[src/rtl/pwb_pkg.sv]
package pwb_pkg;
  localparam int unsigned DEF_ADDR_W     = 8;
  localparam int unsigned DEF_DATA_W     = 8;
  localparam int unsigned DEF_PAGE_BYTES = 8;

  // What a STOP does to the collected page
  typedef enum logic [1:0] {
    EV_NONE   = 2'd0,
    EV_COMMIT = 2'd1,
    EV_DROP   = 2'd2
  } ev_e;
endpackage

[src/rtl/pwb_ptr.sv]
module pwb_ptr #(
  parameter int unsigned ADDR_W = 8,
  parameter int unsigned SLOT_W = 3
) (
  input  logic              clk,
  input  logic              rst_n,
  input  logic              load,
  input  logic [ADDR_W-1:0] load_addr,
  input  logic              step,
  output logic [ADDR_W-1:0] ptr
);
  always_ff @(posedge clk or negedge rst_n) begin
    if (!rst_n) begin
      ptr <= '0;
    end else if (load) begin
      ptr <= load_addr;
    end else if (step) begin
      ptr <= {ptr[ADDR_W-1:SLOT_W], ptr[SLOT_W-1:0] + SLOT_W'(1)};
    end
  end

  // stepping never leaves the page
  assert_page_hold_R3: assert property (@(posedge clk) disable iff (!rst_n)
    (step && !load) |=> (ptr[ADDR_W-1:SLOT_W] == $past(ptr[ADDR_W-1:SLOT_W])));
endmodule

[src/rtl/pwb_slot_buf.sv]
module pwb_slot_buf #(
  parameter int unsigned DATA_W = 8,
  parameter int unsigned SLOTS  = 8,
  localparam int unsigned SLOT_W = $clog2(SLOTS)
) (
  input  logic                    clk,
  input  logic                    rst_n,
  input  logic                    wr,
  input  logic [SLOT_W-1:0]       wr_slot,
  input  logic [DATA_W-1:0]       wr_data,
  input  logic                    clr,
  output logic [SLOTS*DATA_W-1:0] data_flat,
  output logic [SLOTS-1:0]        mask
);
  for (genvar k = 0; k < SLOTS; k++) begin : g_slot
    logic hit;
    assign hit = wr && (wr_slot == SLOT_W'(k));

    always_ff @(posedge clk or negedge rst_n) begin
      if (!rst_n) begin
        data_flat[k*DATA_W +: DATA_W] <= '0;
        mask[k]                       <= 1'b0;
      end else if (clr) begin
        mask[k] <= 1'b0;
      end else if (hit) begin
        data_flat[k*DATA_W +: DATA_W] <= wr_data;
        mask[k]                       <= 1'b1;
      end
    end
  end

  // a clear leaves no slot marked
  assert_clear_empties_R11: assert property (@(posedge clk) disable iff (!rst_n)
    clr |=> (mask == '0));

  // a written slot is marked
  assert_slot_marked_R4: assert property (@(posedge clk) disable iff (!rst_n)
    (wr && !clr) |=> mask[$past(wr_slot)]);
endmodule

[src/rtl/pwb_wr_timer.sv]
module pwb_wr_timer #(
  parameter int unsigned CYC = 2500000,
  localparam int unsigned CNT_W = (CYC > 1) ? $clog2(CYC) : 1,
  localparam int unsigned CHK_W = $clog2(CYC + 2) + 1
) (
  input  logic clk,
  input  logic rst_n,
  input  logic start,
  output logic busy
);
  logic [CNT_W-1:0] cnt;

  always_ff @(posedge clk or negedge rst_n) begin
    if (!rst_n) begin
      busy <= 1'b0;
      cnt  <= '0;
    end else if (start) begin
      busy <= 1'b1;
      cnt  <= CNT_W'(CYC - 1);
    end else if (busy) begin
      if (cnt == '0) busy <= 1'b0;
      else           cnt  <= cnt - CNT_W'(1);
    end
  end

  // no new cycle while one is running
  assert_no_restart_R7: assert property (@(posedge clk) disable iff (!rst_n)
    start |-> !busy);

  // checker-side run counter for the busy window
  logic [CHK_W-1:0] chk_run;
  always_ff @(posedge clk or negedge rst_n) begin
    if (!rst_n)    chk_run <= '0;
    else if (busy) chk_run <= chk_run + CHK_W'(1);
    else           chk_run <= '0;
  end

  assert_busy_len_R6: assert property (@(posedge clk) disable iff (!rst_n)
    $fell(busy) |-> (chk_run == CHK_W'(CYC)));
endmodule

[src/rtl/pwb_ctrl.sv]
module pwb_ctrl
  import pwb_pkg::*;
#(
  parameter int unsigned ADDR_W     = DEF_ADDR_W,
  parameter int unsigned DATA_W     = DEF_DATA_W,
  parameter int unsigned PAGE_BYTES = DEF_PAGE_BYTES,
  parameter int unsigned WR_CYCLES  = 2500000,
  localparam int unsigned SLOT_W    = $clog2(PAGE_BYTES),
  localparam int unsigned PAGE_W    = PAGE_BYTES * DATA_W
) (
  input  logic              clk,
  input  logic              rst_n,
  input  logic              addr_load,
  input  logic [ADDR_W-1:0] addr_in,
  input  logic              wr_valid,
  output logic              wr_ready,
  input  logic [DATA_W-1:0] wr_data,
  input  logic              stop_pulse,
  input  logic              wp,
  output logic              mem_we,
  output logic [ADDR_W-1:0] mem_addr,
  output logic [PAGE_W-1:0] mem_wdata,
  output logic [PAGE_BYTES-1:0] mem_be,
  output logic              busy,
  output logic [ADDR_W-1:0] ptr
);
  logic                  load_ok, stop_ok, accept, clr, do_commit;
  logic [PAGE_W-1:0]     buf_data;
  logic [PAGE_BYTES-1:0] buf_mask;
  ev_e                   ev;

  assign wr_ready = !busy && !addr_load && !stop_pulse;
  assign accept   = wr_valid && wr_ready;
  assign load_ok  = addr_load && !busy;
  assign stop_ok  = stop_pulse && !busy;
  assign clr      = load_ok || stop_ok;

  always_comb begin
    ev = EV_NONE;
    if (stop_ok) ev = (|buf_mask && !wp) ? EV_COMMIT : EV_DROP;
  end
  assign do_commit = (ev == EV_COMMIT);

  pwb_ptr #(.ADDR_W(ADDR_W), .SLOT_W(SLOT_W)) u_ptr (
    .clk(clk), .rst_n(rst_n), .load(load_ok), .load_addr(addr_in),
    .step(accept), .ptr(ptr)
  );

  pwb_slot_buf #(.DATA_W(DATA_W), .SLOTS(PAGE_BYTES)) u_buf (
    .clk(clk), .rst_n(rst_n), .wr(accept), .wr_slot(ptr[SLOT_W-1:0]),
    .wr_data(wr_data), .clr(clr), .data_flat(buf_data), .mask(buf_mask)
  );

  pwb_wr_timer #(.CYC(WR_CYCLES)) u_tmr (
    .clk(clk), .rst_n(rst_n), .start(do_commit), .busy(busy)
  );

  always_ff @(posedge clk or negedge rst_n) begin
    if (!rst_n) begin
      mem_we    <= 1'b0;
      mem_addr  <= '0;
      mem_wdata <= '0;
      mem_be    <= '0;
    end else begin
      mem_we <= do_commit;
      if (do_commit) begin
        mem_addr  <= {ptr[ADDR_W-1:SLOT_W], SLOT_W'(0)};
        mem_wdata <= buf_data;
        mem_be    <= buf_mask;
      end
    end
  end

  // the array strobe is a single pulse
  assert_we_pulse_R4: assert property (@(posedge clk) disable iff (!rst_n)
    mem_we |=> !mem_we);

  // the write cycle covers the array strobe
  assert_busy_with_we_R6: assert property (@(posedge clk) disable iff (!rst_n)
    mem_we |-> busy);

  // protect vetoes the commit
  assert_wp_veto_R8: assert property (@(posedge clk) disable iff (!rst_n)
    (stop_pulse && wp) |=> !mem_we);

  // nothing buffered, nothing written
  assert_empty_stop_R9: assert property (@(posedge clk) disable iff (!rst_n)
    (stop_pulse && buf_mask == '0) |=> !mem_we);

  // no byte is taken while busy
  assert_no_take_busy_R7: assert property (@(posedge clk) disable iff (!rst_n)
    busy |=> $stable(ptr));
endmodule

[config.mk]
export PLATFORM = sky130hd
export DESIGN_NAME = pwb_ctrl
export DESIGN_NICKNAME = d
export VERILOG_FILES = /design/src/rtl/pwb_pkg.sv /design/src/rtl/pwb_ptr.sv /design/src/rtl/pwb_slot_buf.sv /design/src/rtl/pwb_wr_timer.sv /design/src/rtl/pwb_ctrl.sv
export SDC_FILE = /design/constraint.sdc
export NUM_CORES = 1
export LEC_CHECK = 0
export ABC_AREA = 1
export BUFFER_PORTS_ARGS = -buffer_cell sky130_fd_sc_hd__buf_2
export CAP_MARGIN = 30
export CORE_ASPECT_RATIO = 1.75
export CORE_MARGIN = 8
export CORE_UTILIZATION = 60
export DETAILED_ROUTE_END_ITERATION = 10
export GPL_TIMING_DRIVEN = 0
export PLACE_DENSITY = 0.83
export SYNTH_ARGS = -nofsm -noshare
export SYNTH_HDL_FRONTEND = slang
export SYNTH_HIERARCHICAL = 1
export SYNTH_SLANG_ARGS = --single-unit
[constraint.sdc]
create_clock -name clk -period 4.6 [get_ports clk]
set_clock_uncertainty 0.1 [all_clocks]
set_input_delay 0.69 -clock clk [delete_from_list [all_inputs] [get_ports clk]]
set_output_delay 0.69 -clock clk [all_outputs]
set_load 0.05 [all_outputs]
Word-level counts from Yosys, hierarchy flattened
Cells that the tools add are included.

$add $sub $neg: 2. Equality and inequality tests: 9. Mux-type cells: 26. Bitwise logic cells: 1. Reduce and logical (&&, ||, !) cells: 41.

Operators with widths (number): 22-bit 2-to-1 mux (3); 22-bit zero test (1); 22-bit by 1-bit subtractor with 22-bit output (second input constant) (1); 2-bit nonzero test (10); 1-bit 2-to-1 mux (19); 2-bit AND reduction (9); 1-bit logical AND (14); 3-bit == test (second input constant) (4); 8-bit 2-to-1 mux (1); 8-bit OR reduction (1); 3-bit by 2-bit == test with 1-bit output (second input constant) (2); 1-bit zero test (4); 2-bit 2-to-1 mux (2); 3-bit by 1-bit adder with 3-bit output (second input constant) (1); 3-bit by 1-bit == test with 1-bit output (second input constant) (1); 3-bit zero test (1); 3-bit 2-to-1 mux (1); 2-bit by 1-bit == test with 1-bit output (second input constant) (1); 2-bit != test (second input constant) (1); 1-bit logical OR (1); 1-bit inverter (1).

Bits in registers: 181. Input port bits: 22. Output and inout port bits: 91. Logic and storage cells: 103.

Longest topological paths before layout
Depth in word-level cells: 7. Mapped depth: 13.

Hierarchy
Netlist, hierarchy kept.

Modules (own cells, without submodules): pwb_ctrl (instances 1, cells each 360, area an instance 3174.3 um^2, seq. area each 1951.9 um^2); pwb_slot_buf (instances 1, cells each 330, area an instance 3004.1 um^2, seq. area each 1801.7 um^2); pwb_wr_timer (instances 1, cells each 224, area an instance 1546.5 um^2, seq. area each 575.6 um^2); pwb_ptr (instances 1, cells each 47, area an instance 386.6 um^2, seq. area each 200.2 um^2).

Worst setup path after synthesis
No wires, ideal clock.

Kind: input -> register. Start: in stop_pulse. End: reg u_buf.data_flat[40]. Library setup time: 117 ps. Data arrival time: 2750 ps. Required time: 4383 ps. Path slack: 1632 ps. Stages: 7. Path buffers: 0. Path through: nor3_1 and2_1 nand2_2 inv_2 nand3_2 nand2_1 nand2_1.

Cells in the longest elaborated chain, start to end: 5.

Ends and longest elaborated chain: start: declaration (RTL line pwb_ctrl.sv:18) `input logic stop_pulse,`; 1-bit zero test (RTL line pwb_ctrl.sv:32) `assign wr_ready = !busy && !addr_load && !stop_pulse;`; 1-bit logical AND (RTL line pwb_ctrl.sv:32); 1-bit logical AND (RTL line pwb_ctrl.sv:33) `assign accept = wr_valid && wr_ready;`; via accept (RTL line pwb_ctrl.sv:27) `logic load_ok, stop_ok, accept, clr, do_commit;`; 1-bit logical AND (RTL line pwb_slot_buf.sv:17) `assign hit = wr && (wr_slot == SLOT_W'(k));`; 2-bit AND reduction (no source line); end signal: indexed assignment (RTL line pwb_slot_buf.sv:26) `data_flat[k*DATA_W +: DATA_W] <= wr_data;`; end: declaration (RTL line pwb_slot_buf.sv:12) `output logic [SLOTS*DATA_W-1:0] data_flat,`.

The timed path passes the listed nets, and every way through them passes these cells. A chain may end at the register's enable or synchronous reset.

Worst setup path in the final report
Start: reg u_buf.mask[3]. End: reg u_tmr.cnt[18].

Cells in the longest elaborated chain, start to end: 7.

Ends and longest elaborated chain: start: declaration (RTL line pwb_slot_buf.sv:13) `output logic [SLOTS-1:0] mask`; start signal: indexed assignment (RTL line pwb_slot_buf.sv:22) `mask[k] <= 1'b0;`; start signal: indexed assignment (RTL line pwb_slot_buf.sv:24) `mask[k] <= 1'b0;`; start signal: indexed assignment (RTL line pwb_slot_buf.sv:27) `mask[k] <= 1'b1;`; 8-bit OR reduction * (RTL line pwb_ctrl.sv:40) `if (stop_ok) ev = (|buf_mask && !wp) ? EV_COMMIT : EV_DROP;`; 1-bit logical AND * (RTL line pwb_ctrl.sv:40); 2-bit 2-to-1 mux * (2 in a row) (RTL line pwb_ctrl.sv:40); 2-bit by 1-bit == test with 1-bit output * (RTL line pwb_ctrl.sv:42) `assign do_commit = (ev == EV_COMMIT);`; via do_commit (RTL line pwb_ctrl.sv:27); 2-bit != test (no source line) / 2-bit nonzero test (equally long branches); 2-bit AND reduction (no source line); end signal: assignment (RTL line pwb_wr_timer.sv:19) `cnt <= CNT_W'(CYC - 1);`; end signal: assignment (RTL line pwb_wr_timer.sv:22) `else cnt <= cnt - CNT_W'(1);`; end: declaration (RTL line pwb_wr_timer.sv:11) `logic [CNT_W-1:0] cnt;`.

Mark *: on every way through the listed nets, which the timed path passes. The rest lies on a longest branch.

==> flow_summary.toml <==
[synth]
synth.largest_area_cell = "dfrtp_1"
synth_commonest_cells = "418 x nand2_1, 181 x dfrtp_1, 124 x nand3_1"
synth_cells = 961
yosys.area.top_type_share_pct = 55.8
ys_seq_area_share_pct = 55.8
yosys-top-cells-area = "dfrtp_1 56%, nand2_1 19%, nand3_1 7.7%"
synthArstFlopShare_pct = 100
synth.avg_cell_area_um2 = 8.44
syn_area_mm2 = 0.00811
synth_enable_flop_cells = 0
synth_seq_cells = 181
yosysMostFrequentCell = "nand2_1"
yosysWarnings = 6
ys_types = 33
synth_ff_type = "dfrtp_1"

[power]
peakVddDrop_mv = 0.308
p_per_area_mw_per_mm2 = 328
cellLeakagePower_uw = 0.00550

[flow_run]
drv_cap = 0

[sta]
setup_viol = 0
tns_ns = 0
final_hold_viol_count = 0
slew_viol_final = 0
rsz0062_at_grt = "no"
max_clock_freq_ghz = 0.360
slew_headroom_pct = 48.5
min_period_ns = 2.77
timing.final.crit_share_pct = 60.3
tightest_slew_ns = 0.773

[drt]
wl_per_cell_um = 16.8
first_pass_iters = 7
drt_iter0_drc = 533
ant_nets = 0
totalWireLength_um = 21400
route.detailed.drc = 0
routed_via_density = 5.53
vias = 7023

[setup_path]
reg2reg_to = "u_tmr/cnt[18]"
start_kind = "flop"
reg2reg_from = "u_buf/mask[3]"
cp_max_fo = 10
end_kind = "flop"
cp.arrival_ns = 3.00
rr_worst_depth = 11
cp.required_ns = 4.83
crit_start = "u_buf/mask[3]"
r2r_slack_ns = 1.83
path_class = "reg2reg"

[floorplanning]
die_h_um = 170
initial_core_util_pct = 60.9
num_io_pins = 113
rows = 56
die_w_um = 104
die_area_mm2 = 0.0176
core_area_mm2 = 0.0133

[global_route]
grt_max_degree = 100
grt_usage_pct = 24.8
globalRouteOverflowTotal = 0
grt_pass1_wl_um = 35000
grt_pass1_vias = 7122
antenna_found_initial = 0

[clock_network]
cts_tree = "built"
cts_buffers = 17
postCtsSetupBuffers = 0
h-tree-depth = 4
cts_resized = 0
cts.clk_slew.worst_paths_ns = 0.07
clock_latency_ns = 0.43
cts_max_path_buffers = 2
cts-root-buf = "clkbuf_16"
cts_sinks = 181
postCtsHoldBufs = 0

[status]
outcome = "complete, no violations"

[final_layout]
synthToLayoutAreaGrowth_pct = 16.5
diodes = 0
drive_above_1_share_pct = 19.6
postLayoutCoreUtil_pct = 71.0
fin_nets = 1108

[place]
place.gp.congestion = 0.951
hpwl_um = 15200
io_buffers = 101

[worst_hold_path]
min_path_type = "in2async"
area by class of cell:
class	instances	area, um2
clock inverter	13	115
fill	1090	3860
buffer	53	312
timing repair buffer	102	543
multi-input combinational	688	3120
inverter	41	159
sequential	181	4530
clock buffer	19	453
tap	174	218
critical path, stage by stage, from the launching register on:
cell	delay, ns
dfrtp_1	0.44
nor2_1	0.15
nand2_1	0.08
o21ai_2	0.37
buf_4	0.25
buf_4	0.20
inv_1	0.16
inv_2	0.22
clkbuf_1	0.44
nand3_1	0.13
nand2_1	0.08
nand2_1	0.04
worst max path at each step:
stage,end
after floorplan,u_buf/data_flat[40]
after global placement,mem_wdata[28]
after detailed placement,u_tmr/cnt[18]
after CTS,u_tmr/cnt[15]
after global routing,u_tmr/cnt[15]
final,u_tmr/cnt[18]
cells by family (layout without fill, tap and decap cells):
family	Yosys count	in the layout	synth area share (%)
DFF	181	181	55.8
buffers and inverters	94	228	5.80
AOI/OAI and AO/OA	16	16	1.42
and+or+nand+nor	663	663	36.2
adders and majority gates	2	2	0.308
other	1	3	0.0462
xor gates and xnor gates	4	4	0.432
report_power, final:
| group | switching [uW] | total, uW | internal [uW] |
|---|---|---|---|
| registers | 5.76 | 1600 | 1590 |
| clock network | 656 | 1390 | 738 |
| logic | 83.3 | 103 | 19.3 |
registers in the layout (all words and copies together) (netlist names):
register,flops
u_buf/data_flat,64
mem_addr,5
mem_be,8
u_tmr/busy,1
mem_wdata,64
mem_we,1
u_tmr/cnt,22
u_ptr/ptr,8
u_buf/mask,8
per-stage QoR:
step	setup WS [ns]	hold slack (ns)	instance area, um2	power, uW	std cells
after floorplan	1.63	0.294	8120	1670	963
after global placement	-0.00895	0.349	8840	1730	1238
after detailed placement	1.70	0.354	8880	1730	1239
after CTS	1.81	0.220	9450	3110	1271
after global routing	1.67	0.232	9450	3190	1271
final	1.83	0.154	9450	3100	1271
layer usage:
| layer | up-vias | routed length, um | track usage (%) |
|---|---|---|---|
| met5 | - | 0 | 0 |
| met4 | 0 | 1170 | 15.3 |
| met3 | 82 | 1160 | 4.62 |
| met2 | 268 | 11600 | 46.2 |
| met1 | 3354 | 7440 | 25.1 |
| li1 | 3319 | - | - |
layout by cell type (no fill, tap or decap), types with 4 or more instances in the layout:
cell | synthesis | routed
nand4_1 | 46 | 46
dfrtp_1 | 181 | 181
buf_4 | 16 | 16
buf_1 | 4 | 4
o21ai_1 | 4 | 4
inv_1 | 34 | 34
nand2_2 | 5 | 5
o21ai_2 | 7 | 7
buf_2 | 15 | 115
inv_6 | 1 | 6
clkbuf_16 | 0 | 17
inv_2 | 5 | 5
nand3_2 | 9 | 9
nor2_2 | 7 | 7
nor2_1 | 40 | 40
nor2_4 | 6 | 6
nand3_1 | 124 | 124
nand2_1 | 418 | 418
clkbuf_1 | 14 | 14
No activity file was read; power rests on OpenSTA's default activity.
